### src/rtl/hsk_pkg.sv
package hsk_pkg;

    localparam int CTL_W = 6;

    // Control word; member order fixes the bit positions [5:3],[2],[1],[0].
    typedef struct packed {
        logic [2:0] pin_mode;
        logic       edge_ie;
        logic       occ_en;
        logic       occ_all_empty;
    } ctl_t;

    typedef enum logic [2:0] {
        FN_SENSE,
        FN_HOLD_NEG,
        FN_HOLD_ASRT,
        FN_ILOCK,
        FN_PULSE
    } pin_fn_e;

    function automatic pin_fn_e decode_fn(input logic [2:0] mode);
        pin_fn_e fn;
        if (!mode[2]) begin
            fn = FN_SENSE;
        end else begin
            case (mode[1:0])
                2'b00:   fn = FN_HOLD_NEG;
                2'b01:   fn = FN_HOLD_ASRT;
                2'b10:   fn = FN_ILOCK;
                default: fn = FN_PULSE;
            endcase
        end
        return fn;
    endfunction

    function automatic logic drives_pin(input pin_fn_e fn);
        return fn != FN_SENSE;
    endfunction

    // Physical level for a logical assertion under the chosen polarity.
    function automatic logic level_of(input logic asrt, input bit active_low);
        return asrt ^ active_low;
    endfunction

endpackage

### src/rtl/hsk_sync_edge.sv
module hsk_sync_edge #(
    parameter int STAGES     = 2,
    parameter bit ACTIVE_LOW = 1'b1
) (
    input  logic clk,
    input  logic rst,
    input  logic pin_raw,
    output logic rise,
    output logic fall
);
    localparam logic IDLE_LVL = ACTIVE_LOW;

    logic [STAGES-1:0] chain_q;
    logic              asrt;
    logic              prev_q;

    generate
        if (STAGES == 1) begin : g_single
            always_ff @(posedge clk) begin
                if (rst) chain_q <= IDLE_LVL;
                else     chain_q <= pin_raw;
            end
        end else begin : g_multi
            always_ff @(posedge clk) begin
                if (rst) chain_q <= {STAGES{IDLE_LVL}};
                else     chain_q <= {chain_q[STAGES-2:0], pin_raw};
            end
        end
    endgenerate

    assign asrt = chain_q[STAGES-1] ^ ACTIVE_LOW;

    // Tracks the synchronized level in every mode, so no stale edge survives a mode change.
    always_ff @(posedge clk) begin
        if (rst) prev_q <= 1'b0;
        else     prev_q <= asrt;
    end

    assign rise = asrt & ~prev_q;
    assign fall = ~asrt & prev_q;

endmodule

### src/rtl/hsk_ack_drive.sv
module hsk_ack_drive
    import hsk_pkg::*;
#(
    parameter bit ACTIVE_LOW = 1'b1
) (
    input  logic    clk,
    input  logic    rst,
    input  pin_fn_e fn,
    input  logic    stb_rise,
    input  logic    stb_fall,
    output logic    pin_out,
    output logic    pin_oe
);
    logic ack_q;
    logic ack_d;
    logic asrt_now;

    always_comb begin
        case (fn)
            FN_ILOCK: ack_d = stb_rise | (ack_q & ~stb_fall);
            FN_PULSE: ack_d = stb_rise;
            default:  ack_d = 1'b0;
        endcase
    end

    always_ff @(posedge clk) begin
        if (rst) ack_q <= 1'b0;
        else     ack_q <= ack_d;
    end

    always_comb begin
        case (fn)
            FN_HOLD_ASRT:       asrt_now = 1'b1;
            FN_ILOCK, FN_PULSE: asrt_now = ack_q;
            default:            asrt_now = 1'b0;
        endcase
    end

    assign pin_out = level_of(asrt_now, ACTIVE_LOW);
    assign pin_oe  = drives_pin(fn);

endmodule

### src/rtl/hsk_occ_flag.sv
module hsk_occ_flag (
    input  logic all_empty_rule,
    input  logic first_full,
    input  logic second_full,
    output logic flag
);
    logic room_any;
    logic room_all;

    assign room_any = ~(first_full & second_full);
    assign room_all = ~first_full & ~second_full;
    assign flag     = all_empty_rule ? room_all : room_any;

endmodule

### src/rtl/hsk_pin_ctrl.sv
module hsk_pin_ctrl
    import hsk_pkg::*;
#(
    parameter int SYNC_STAGES = 2,
    parameter bit ACTIVE_LOW  = 1'b1
) (
    input  logic             clk,
    input  logic             rst,
    input  logic             ctl_we,
    input  logic [CTL_W-1:0] ctl_wdata,
    input  logic             clr_we,
    input  logic             clr_data,
    input  logic             hpin_in,
    output logic             hpin_out,
    output logic             hpin_oe,
    input  logic             stb_in,
    input  logic             lat_first_full,
    input  logic             lat_second_full,
    output logic             edge_flag,
    output logic             occ_flag,
    output logic             edge_irq,
    output logic             occ_irq,
    output logic             dma_req
);
    localparam int NPINS   = 2;
    localparam int IDX_SVC = 0;
    localparam int IDX_STB = 1;

    ctl_t              ctl_q;
    pin_fn_e           fn;
    logic [NPINS-1:0]  pin_raw;
    logic [NPINS-1:0]  pin_rise;
    logic [NPINS-1:0]  pin_fall;
    logic              flag_q;
    logic              flag_d;
    logic              clr_hit;

    always_ff @(posedge clk) begin
        if (rst)         ctl_q <= '0;
        else if (ctl_we) ctl_q <= ctl_t'(ctl_wdata);
    end

    assign fn = decode_fn(ctl_q.pin_mode);

    assign pin_raw[IDX_SVC] = hpin_in;
    assign pin_raw[IDX_STB] = stb_in;

    generate
        for (genvar g = 0; g < NPINS; g++) begin : g_pin
            hsk_sync_edge #(
                .STAGES     (SYNC_STAGES),
                .ACTIVE_LOW (ACTIVE_LOW)
            ) u_sync (
                .clk     (clk),
                .rst     (rst),
                .pin_raw (pin_raw[g]),
                .rise    (pin_rise[g]),
                .fall    (pin_fall[g])
            );
        end
    endgenerate

    // Edge status: a new edge outranks a simultaneous write-1 clear.
    assign clr_hit = clr_we & clr_data;

    always_comb begin
        if (drives_pin(fn)) flag_d = 1'b0;
        else                flag_d = pin_rise[IDX_SVC] | (flag_q & ~clr_hit);
    end

    always_ff @(posedge clk) begin
        if (rst) flag_q <= 1'b0;
        else     flag_q <= flag_d;
    end

    hsk_ack_drive #(
        .ACTIVE_LOW (ACTIVE_LOW)
    ) u_ack (
        .clk      (clk),
        .rst      (rst),
        .fn       (fn),
        .stb_rise (pin_rise[IDX_STB]),
        .stb_fall (pin_fall[IDX_STB]),
        .pin_out  (hpin_out),
        .pin_oe   (hpin_oe)
    );

    hsk_occ_flag u_occ (
        .all_empty_rule (ctl_q.occ_all_empty),
        .first_full     (lat_first_full),
        .second_full    (lat_second_full),
        .flag           (occ_flag)
    );

    assign edge_flag = flag_q;
    assign edge_irq  = flag_q & ctl_q.edge_ie;
    assign occ_irq   = occ_flag & ctl_q.occ_en;
    assign dma_req   = occ_flag & ctl_q.occ_en;

    logic unused_fall_svc;
    assign unused_fall_svc = pin_fall[IDX_SVC];

endmodule

### config.mk
export PLATFORM = sky130hd
export DESIGN_NAME = hsk_pin_ctrl
export DESIGN_NICKNAME = d
export VERILOG_FILES = /design/src/rtl/hsk_pkg.sv /design/src/rtl/hsk_sync_edge.sv /design/src/rtl/hsk_ack_drive.sv /design/src/rtl/hsk_occ_flag.sv /design/src/rtl/hsk_pin_ctrl.sv
export SDC_FILE = /design/constraint.sdc
export NUM_CORES = 1
export LEC_CHECK = 0
export CAP_MARGIN = 15
export CORE_AREA = 2 2 41 43
export DETAILED_ROUTE_END_ITERATION = 10
export DIE_AREA = 0 0 43 45
export PLACE_DENSITY = 0.72
export SYNTH_ARGS = -nofsm -noshare
export SYNTH_HDL_FRONTEND = slang
export SYNTH_SLANG_ARGS = --single-unit
### constraint.sdc
create_clock -name clk -period 1.8 [get_ports clk]
set_input_delay 0.18 -clock clk [delete_from_list [all_inputs] [get_ports clk]]
set_output_delay 0.18 -clock clk [all_outputs]
set_load 0.01 [all_outputs]
==> impl_metrics.ini <==
[floorplanning]
die-area_um2 = 1940
rows = 14
core_um2 = 1470
start_util_pct = 38.0
chipWidth_um = 43
dieHeight_um = 45
ios = 22

[synth]
postSynthAreaPerCell_um2 = 9.64
async_flop_share_pct = 0
synthTopCellsByCount = 14 x dfxtp_1, 11 x nor2_1, 6 x mux2i_1, 4 x nand2_1, 4 x or2_2
synth_top_cell_by_area = dfxtp_1
netlist-cell-type-count = 21
synth_top_area_share_pct = 50.1
ys_seq_area_share_pct = 50.1
netlist_instances = 58
syn_nets = 74
synth_seq_cells = 14
synth.most_common_cell = dfxtp_1
yosysWarnings = 0
ys.flop_type = dfxtp_1
synthTopCellsByArea = dfxtp_1 50%, mux2i_1 11%, nor2_1 7.4%
synth_edf_count = 0
syn_area_um2 = 559

[sta]
finalSetupViolations = 0
final_max_slew_viol_count = 0
fmax_ghz = 0.572
setup_slack_ns = 0.0505
fin_crit_sh_pct = 97.2
tightestPinTransition_ns = 0.449
timing.hold.ws_ns = 0.414
totalNegativeSetupSlack_ns = 0
hold_viol = 0
layout_min_cycle_time_ns = 1.75
relSlewSlack_pct = 70.0
fin_worst_skew_ns = 0.00188

[route]
wl_per_cell_um = 10.8
vias_per_cell = 4.90
ant_nets = 0
wl_um = 1050
firstDrtPassIters = 4
drc = 0
vias = 475
drt_iter0_drc = 7

[hold_path]
hold_start = g_pin[0].u_sync.chain_q[1]$_SDFF_PP1_
holdCritPathClass = register to register
holdPathStages = 1

[global_route]
grt_pass1_vias = 389
grt_max_degree = 15
track_usage_pct = 11.6
antenna_found_initial = 0
grt_remaining_overflow = 0
grt_pass1_wl_um = 1590

[power]
seq_power_share_pct = 51.0
power_switching_uw = 140
p_comb_share_pct = 15.1
leakagePower_nw = 0.370
vdd_ir_drop_max_mv = 0.550
clockPowerShare_pct = 33.9
sw_frac_of_total_pct = 21.6
p_per_area_nw_per_um2 = 785
intPower_uw = 509

[job]
maxCapViolCount = 0

[placement]
dpl.hpwl_um = 759
place.gp.congestion = 0.679
dp.cells = 93
portBuffers = 21
place_ws_ns = 0.0610

[worst_setup_path]
required_ns = 1.62
crit_start = ctl_q[4]$_SDFFE_PP0P_
path_class = register to output port
cp_slowest_cell = ha_1
arrival_ns = 1.57
rr_worst_depth = 4
cp_top_family = adder cells
critPathMaxFanout = 3
critical_path.cell_chain = ha_1 > nand2b_4 > o21a_1 > dlygate4sd2_1
cp.depth = 4
start_kind = register
cp-end-kind = output port
cpPeakStageDelay_ns = 0.33
worst-path-buf-inv = 1
reg2reg_from = ctl_q[4]$_SDFFE_PP0P_
r2r_slack_ns = 0.47

[finish]
layoutNonFillerInstCount = 97
final_nets = 98
syn_to_final_growth_pct = 47.9
multiInputGateArea_um2 = 265
diodes = 0
drive_above_1_share_pct = 14.8
final-seq-area_um2 = 280
fill_cells = 143

[clock_network]
cts_buffer_depth = 2
cts_buffers = 3
clock_latency_ns = 0.27
cts_sinks = 14
htree_levels = 1
clk_pin_slew_ns = 0.08
cts_tree = done
root_buffer = clkbuf_4

[status]
status = completed
==> final timing paths <==
check / endpoint
worst min-delay path: g_pin[0].u_sync.prev_q$_SDFF_PP0_
worst max register to register: u_ack.ack_q$_SDFF_PP0_
worst min register to register: g_pin[0].u_sync.prev_q$_SDFF_PP0_
worst max-delay path: hpin_oe
==> registers in the layout (all words and copies together) (netlist names) <==
register	cells
edge_flag	1
g_pin.u_sync.prev_q	2
ctl_q	6
g_pin.u_sync.chain_q	4
u_ack.ack_q	1
==> cell usage in the layout (no fill, tap or decap), drive strengths merged <==
master and instances:
clkdlybuf4s50 17, clkdlybuf4s15 1, dfxtp 14, a21o 1, nor3 1, nor4b 1
nand2b 2, o22a 1, ha 1, o21ai 1, and4bb 1, clkbuf 4
o21a 1, inv 1, mux2i 6, o22ai 1, a21oi 1, nor2 11
dlygate4sd2 1, and2 2, a31oi 1, buf 1, or2 4, nand2 4
dlymetal6s2s 2
==> power by group through the flow <==
stage          Combinational (mW)  Clock, mW  Sequential, mW
2_1_floorplan              0.0456          0           0.338
3_3_place_gp               0.0954          0           0.338
3_5_place_dp               0.0960          0           0.338
4_1_cts                    0.0954      0.224           0.331
5_1_grt                     0.107      0.241           0.333
6_report                   0.0980      0.220           0.331
==> through the flow <==
stage | utilization (%) | power [mW] | cell area [um2]
2_1_floorplan | - | 0.384 | 559
3_3_place_gp | 53.0 | 0.433 | 779
3_5_place_dp | 53.0 | 0.434 | 779
4_1_cts | 55.3 | 0.651 | 813
5_1_grt | 56.2 | 0.681 | 827
6_report | 56.2 | 0.649 | 827
==> area by class of cell <==
| type | instances | share of cell area, % |
|---|---|---|
| flip-flops and latches | 14 | 33.9 |
| multi-input cells | 40 | 32.1 |
| repair buffers | 22 | 26.8 |
| clock buffers | 4 | 4.39 |
| well taps | 16 | 2.42 |
| inverters | 1 | 0.454 |
==> metal layers <==
metal,up-vias,global-route usage (%),wire [um]
li1,240,-,-
met5,-,0,0
met4,0,9.09,10
met2,22,17.9,489
met3,2,4.40,91
met1,211,12.8,456
==> repair_timing <==
action | 4_1_cts | 5_1_grt
resized for setup | 2 | 4
setup endpoints to repair | 2 | 4
pin swaps | 0 | 2
setup buffers | 0 | 0
hold buffers | 0 | 0
==> cells by family (layout without fill, tap and decap cells) <==
logic type	Yosys count	after routing	share of synthesized area, %
and+or+nand+nor	26	26	24.8
DFF	14	14	50.1
AOI/OAI and AO/OA	7	7	8.28
muxes	6	6	10.7
buffers and inverters	4	27	3.80
adders and majority gates	1	1	2.24
Power figures use the tool's default switching activity.
